$ cat config.mk
export PLATFORM = sky130hd
export DESIGN_NAME = cmp_out_unit
export DESIGN_NICKNAME = d
export VERILOG_FILES = /design/src/rtl/ocu_pkg.sv /design/src/rtl/ocu_action.sv /design/src/rtl/ocu_state.sv /design/src/rtl/ocu_pin_mux.sv /design/src/rtl/cmp_out_unit.sv
export SDC_FILE = /design/constraint.sdc
export NUM_CORES = 1
export LEC_CHECK = 0
export BUFFER_PORTS_ARGS = -buffer_cell sky130_fd_sc_hd__buf_2
export CORE_AREA = 3 3 40 42
export DETAILED_ROUTE_END_ITERATION = 16
export DIE_AREA = 0 0 43 45
export PLACE_DENSITY = 0.4
export SLEW_MARGIN = 5
export SYNTH_ARGS = -nofsm -noshare
export SYNTH_HDL_FRONTEND = slang
export SYNTH_SLANG_ARGS = --single-unit
$ cat constraint.sdc
create_clock -name clk -period 1.2 [get_ports clk]
set_input_delay 0.3 -clock clk [delete_from_list [all_inputs] [get_ports clk]]
set_output_delay 0.3 -clock clk [all_outputs]
set_load 0.02 [all_outputs]
$ cat src/rtl/ocu_pkg.sv
`timescale 1ns/1ps
package ocu_pkg;
  localparam int unsigned COM_W = 2;

  typedef enum logic [COM_W-1:0] {
    COM_NONE   = 2'd0,
    COM_FLIP   = 2'd1,
    COM_LOW    = 2'd2,
    COM_HIGH   = 2'd3
  } com_e;
endpackage

$ cat src/rtl/ocu_action.sv
`timescale 1ns/1ps
module ocu_action
  import ocu_pkg::*;
(
  input  logic             pwm_mode,
  input  logic [COM_W-1:0] com_mode,
  input  logic [COM_W-1:0] held_mode,
  input  logic             cur_level,
  input  logic             cmp_match,
  input  logic             force_strobe,
  input  logic             at_bottom,
  input  logic             wr_en,
  input  logic             wr_data,
  output logic             nxt_level,
  output logic [COM_W-1:0] nxt_held
);
  com_e live_c, held_c;
  logic trig_np;

  assign live_c  = com_e'(com_mode);
  assign held_c  = com_e'(held_mode);
  assign trig_np = cmp_match | force_strobe;

  always_comb begin
    nxt_level = cur_level;
    nxt_held  = held_mode;
    if (!pwm_mode) begin
      if (trig_np) begin
        nxt_held = com_mode;
        case (live_c)
          COM_FLIP: nxt_level = ~cur_level;
          COM_LOW:  nxt_level = 1'b0;
          COM_HIGH: nxt_level = 1'b1;
          default:  nxt_level = cur_level;
        endcase
      end
    end else begin
      if (cmp_match) begin
        nxt_held = com_mode;
        case (live_c)
          COM_LOW:  nxt_level = 1'b0;
          COM_HIGH: nxt_level = 1'b1;
          default:  nxt_level = cur_level;
        endcase
      end else if (at_bottom) begin
        case (held_c)
          COM_LOW:  nxt_level = 1'b1;
          COM_HIGH: nxt_level = 1'b0;
          default:  nxt_level = cur_level;
        endcase
      end
    end
    if (wr_en && (live_c == COM_NONE)) begin
      nxt_level = wr_data;
    end
  end
endmodule

$ cat src/rtl/ocu_state.sv
`timescale 1ns/1ps
module ocu_state
  import ocu_pkg::*;
(
  input  logic             clk,
  input  logic             rst_n,
  input  logic             nxt_level,
  input  logic [COM_W-1:0] nxt_held,
  output logic             level_q,
  output logic [COM_W-1:0] held_q
);
  always_ff @(posedge clk) begin
    if (!rst_n) begin
      level_q <= 1'b0;
      held_q  <= COM_NONE;
    end else begin
      level_q <= nxt_level;
      held_q  <= nxt_held;
    end
  end
endmodule

$ cat src/rtl/ocu_pin_mux.sv
`timescale 1ns/1ps
module ocu_pin_mux
  import ocu_pkg::*;
(
  input  logic [COM_W-1:0] com_mode,
  input  logic             level,
  input  logic             port_data,
  input  logic             port_dir,
  output logic             pin_out,
  output logic             pin_oe
);
  logic override_on;

  assign override_on = |com_mode;
  assign pin_out     = override_on ? level : port_data;
  assign pin_oe      = port_dir;
endmodule

$ cat src/rtl/cmp_out_unit.sv
`timescale 1ns/1ps
module cmp_out_unit
  import ocu_pkg::*;
(
  input  logic             clk,
  input  logic             rst_n,
  input  logic             pwm_mode,
  input  logic             cmp_match,
  input  logic             at_bottom,
  input  logic [COM_W-1:0] com_mode,
  input  logic             force_strobe,
  input  logic             state_wr_en,
  input  logic             state_wr_data,
  input  logic             port_data,
  input  logic             port_dir,
  output logic             oc_state,
  output logic             pin_out,
  output logic             pin_oe
);
  logic             nxt_level;
  logic [COM_W-1:0] nxt_held;
  logic [COM_W-1:0] held_q;

  ocu_action u_action (
    .pwm_mode     (pwm_mode),
    .com_mode     (com_mode),
    .held_mode    (held_q),
    .cur_level    (oc_state),
    .cmp_match    (cmp_match),
    .force_strobe (force_strobe),
    .at_bottom    (at_bottom),
    .wr_en        (state_wr_en),
    .wr_data      (state_wr_data),
    .nxt_level    (nxt_level),
    .nxt_held     (nxt_held)
  );

  ocu_state u_state (
    .clk       (clk),
    .rst_n     (rst_n),
    .nxt_level (nxt_level),
    .nxt_held  (nxt_held),
    .level_q   (oc_state),
    .held_q    (held_q)
  );

  ocu_pin_mux u_mux (
    .com_mode  (com_mode),
    .level     (oc_state),
    .port_data (port_data),
    .port_dir  (port_dir),
    .pin_out   (pin_out),
    .pin_oe    (pin_oe)
  );
endmodule

Word-level counts from Yosys, hierarchy flattened
Index checks and enable logic that the tools add are counted. Widths: inputs -> output; s select.

Flip-flop bits (word level): 3. Input port bits: 12. Output and inout bits: 3. Word-level logic and storage cells: 33.

Equality and inequality tests: 9. Muxes and demuxes: 12. Bitwise logic cells: 2. Reductions and logical operators: 8.

Operator list (count): $eq 2x2->1 const B (4); $mux 1 (6); $mux 2 (3); $ne 5x1->1 const B (1); $ne 5x2->1 const B (1); $reduce_and 5->1 (1); $reduce_bool 5->1 (1); $ne 4x1->1 const B (1); $pmux 1 s2 (2); $pmux 1 s3 (1); $reduce_bool 3->1 (1); $eq 2x1->1 const B (1); $logic_not 2->1 (1); $ne 2x1->1 const B (1); $reduce_and 2->1 (1); $reduce_bool 2->1 (1); $reduce_or 2->1 (1); $logic_and 1x1->1 (1); $not 1->1 (1); $or 1x1->1 (1).

Depth between registers and ports, before layout
Word-level depth: 6. Depth in mapped cells: 4. Gate-level depth less buffers: 4.

By module
A second synthesis with hierarchy kept.

Cells, all modules: 26. Area, all modules: 210.2 um^2.

By module, submodules not included: ocu_action (times used 1, cells each 17, area an instance 108.9 um^2, seq. area each 0.0 um^2); ocu_state (times used 1, cells each 6, area an instance 78.8 um^2, seq. area each 60.1 um^2); ocu_pin_mux (times used 1, cells each 3, area an instance 22.5 um^2, seq. area each 0.0 um^2).

Least setup slack after synthesis
Ideal clock, no wire load.

Kind: in2out. Start point: in com_mode[0]. End point: out pin_out. Arrival: 0.860 ns. Required time: 0.900 ns. Setup slack: 0.040 ns. Stages on the path: 2. Buffers on the path: 0. Cell sequence: nor2_1 mux2_2.

Cells in the longest elaborated chain, start to end: 2.

RTL lines: from (decl) (RTL line cmp_out_unit.sv:10) `input logic [COM_W-1:0] com_mode,`; $reduce_or 2->1 (RTL line ocu_pin_mux.sv:14) `assign override_on = |com_mode;`; $mux 1 (RTL line ocu_pin_mux.sv:15) `assign pin_out = override_on ? level : port_data;`; to (decl) (RTL line cmp_out_unit.sv:17) `output logic pin_out,`.

No other way between the ends.

Worst setup path in the final report
Start point: in com_mode[1]. End point: out pin_out.

Same word-level chain as after synthesis.

==> results.sh <==
export IMPL_syn_area_um2=231
export IMPL_grt_start_max_net_pins=6
export IMPL_cp_required_ns=0.90
export IMPL_hold_buffers=0
export IMPL_drt_first_pass_iters=1
export IMPL_gr_total_overflow=0
export IMPL_hp_class="in2reg"
export IMPL_tritoncts="yes"
export IMPL_setup_viol=1
export IMPL_dp_hpwl_um=525
export IMPL_die_w_um=43
export IMPL_p_per_area_nw_per_um2=984
export IMPL_synthXorXnorAreaFrac_pct=0
export IMPL_fin_nets=64
export IMPL_via_per_inst=4.26
export IMPL_synth_compound_area_share_pct=36.8
export IMPL_design_core_area_um2=1280
export IMPL_drive_above_1_share_pct=58.8
export IMPL_violations="negative setup slack"
export IMPL_critPathCaptureType="output port"
export IMPL_grt_usage_pct=8.33
export IMPL_h_tree_depth=1
export IMPL_synth_edf_count=0
export IMPL_synth_common_cells="3 x dfxtp_1, 3 x nand2_1, 3 x o21ai_0"
export IMPL_finalMaxSlewViolations=0
export IMPL_place_inst=60
export IMPL_place_congestion=0.635
export IMPL_path_max_fanout=2
export IMPL_synth_flop_cell="dfxtp_1"
export IMPL_routedWlPerCell_um=11.0
export IMPL_antennaDiodeCount=0
export IMPL_initial_core_util_pct=18.0
export IMPL_synth_top_family_by_area="compound AO/OA/AOI/OAI gates"
export IMPL_antenna_found_initial=0
export IMPL_pre_cts_ws_ns=-0.190
export IMPL_synthDistinctLibCells=18
export IMPL_skew_ns=0.000673
export IMPL_ys_ff_latch=3
export IMPL_synthSimpleGateAreaFrac_pct=29.2
export IMPL_muxShareOfSynthArea_pct=4.86
export IMPL_hold_violations=0
export IMPL_worst_pin_slew_ns=0.265
export IMPL_netlist_top_cells_area="dfxtp_1 26%, o21ai_0 6.5%, a2111oi_2 6.5%, a21boi_1 6.5%, nand2b_1 5.4%"
export IMPL_port_buffers=12
export IMPL_synthAdderAreaFrac_pct=0
export IMPL_cts_root_buf="clkbuf_4"
export IMPL_period_share_pct=104
export IMPL_instances_no_fill=66
export IMPL_ant_nets=0
export IMPL_start_kind="input pin"
export IMPL_grt_pass1_vias=278
export IMPL_cts_buffers=3
export IMPL_area_growth_pct=83.2
export IMPL_clock_sinks=3
export IMPL_grt_pass1_wl_mm=1.17
export IMPL_multiInputGateArea_um2=175
export IMPL_synth_avg_cell_area_um2=8.27
export IMPL_ios=15
export IMPL_path_class="in2out"
export IMPL_rows=13
export IMPL_layout_min_cycle_time_ns=1.24
export IMPL_ys_warn_count=0
export IMPL_clockBufferDepth=2
export IMPL_regArea_um2=61.3
export IMPL_insertion_delay_ns=0.23
export IMPL_critPathArrivalTime_ns=0.94
export IMPL_synthArstFlopShare_pct=0
export IMPL_place_area_um2=348
export IMPL_synth_top_area_share_pct=25.9
export IMPL_syn_num_nets=40
export IMPL_peakVddDrop_uv=424
export IMPL_rsz0062_at_grt="true"
export IMPL_drv_cap=0
export IMPL_ys_seq_area_share_pct=25.9
export IMPL_drc=0
export IMPL_max_slew_margin_pct=82.3
export IMPL_wl_um=728
export IMPL_routed_via_count=281
export IMPL_fmax_mhz=804
export IMPL_status="complete, but fails checks"
export IMPL_postSynthCellCount=28
export IMPL_dieArea_um2=1940
export IMPL_drtIter0Drc=0
export IMPL_synth_top_area_cell="dfxtp_1"
export IMPL_p_leak_nw=0.189
export IMPL_die_h_um=45
export IMPL_filler_cell_count=151
export IMPL_layout_setup_ws_ns=-0.0439
export IMPL_cts_clk_slew_worst_paths_ns=0.04
export IMPL_final_area_um2=424
-- layout make-up --
class                      count  area share, %
tap                           15           4.42
timing repair buffer          20           33.6
clock buffer                   4           6.19
multi-input combinational     24           41.3
sequential                     3           14.5
-- placed cells by master (no fill, tap or decap) --
master and instances:
a2111oi_2 1, a21boi_1 2, a21oi_1 2, a21oi_2 1, a311oi_1 1, and3_1 1, buf_2 9, buf_4 7
buf_6 4, clkbuf_1 1, clkbuf_4 3, dfxtp_1 2, dfxtp_2 1, mux2_4 1, nand2_1 3, nand2b_1 2
nand4b_1 1, nor2_1 1, nor2_4 1, nor2b_1 1, nor2b_2 1, o21ai_0 3, o22ai_2 1, or2_1 1
-- worst paths after layout --
kind | slack [ns] | start | endpoint | cells after the start
max reg2reg | 0.02 | u_state.level_q$_SDFFE_PN0P_ | u_state.level_q$_SDFFE_PN0P_ | 5
min reg2reg | 0.47 | u_state.held_q[0]$_SDFFE_PN0P_ | u_state.held_q[0]$_SDFFE_PN0P_ | 2
max | -0.04 | com_mode[1] | pin_out | 4
min | 0.36 | rst_n | u_state.level_q$_SDFFE_PN0P_ | 3
-- metrics by stage --
| stage | power, mW | hold slack [ns] | TNS, ns | util (%) |
|---|---|---|---|---|
| floorplan | 0.170 | 0.431 | 0 | - |
| global placement | 0.219 | 0.460 | -0.251 | 27.1 |
| detailed placement | 0.217 | 0.461 | -0.261 | 27.1 |
| CTS | 0.425 | 0.347 | -0.0462 | 32.7 |
| global route | 0.450 | 0.368 | -0.146 | 33.0 |
| finish | 0.417 | 0.357 | -0.0439 | 33.0 |
-- power breakdown --
part | internal [mW] | total, mW | switching (mW)
Combinational | 0.0738 | 0.128 | 0.0544
Clock | 0.124 | 0.175 | 0.0501
Sequential | 0.109 | 0.115 | 0.00553
Total | 0.307 | 0.417 | 0.110
-- sequential cells by signal (all words and copies together) (netlist names) --
| register | flops |
|---|---|
| u_state.held_q | 2 |
| u_state.level_q | 1 |
-- cells by family (layout without fill, tap and decap cells) --
group / after synthesis / after routing
simple gates: 12 / 12
compound gates: 11 / 11
flops: 3 / 3
mux: 1 / 1
buf+inv: 1 / 24
-- critical path: stages --
cell	delay (ns)
buf_6	0.10
nor2_4	0.11
mux2_4	0.31
buf_6	0.13
-- what timing repair did --
item / in CTS / in global routing
resized for setup: 8 / 1
pin swaps: 1 / 0
endpoints found under the setup margin: 1 / 2
buffers inserted: 2 / 0
hold endpoints to repair: 0 / 0
-- routing by layer --
metal | vias up | routed length, um | GRT usage [%]
li1 | 149 | - | -
met1 | 124 | 312 | 9.64
met2 | 8 | 362 | 12.6
met3 | 0 | 53 | 2.39
met4 | 0 | 0 | 7.23
met5 | - | 0 | 0
Power figures use the tool's default switching activity.
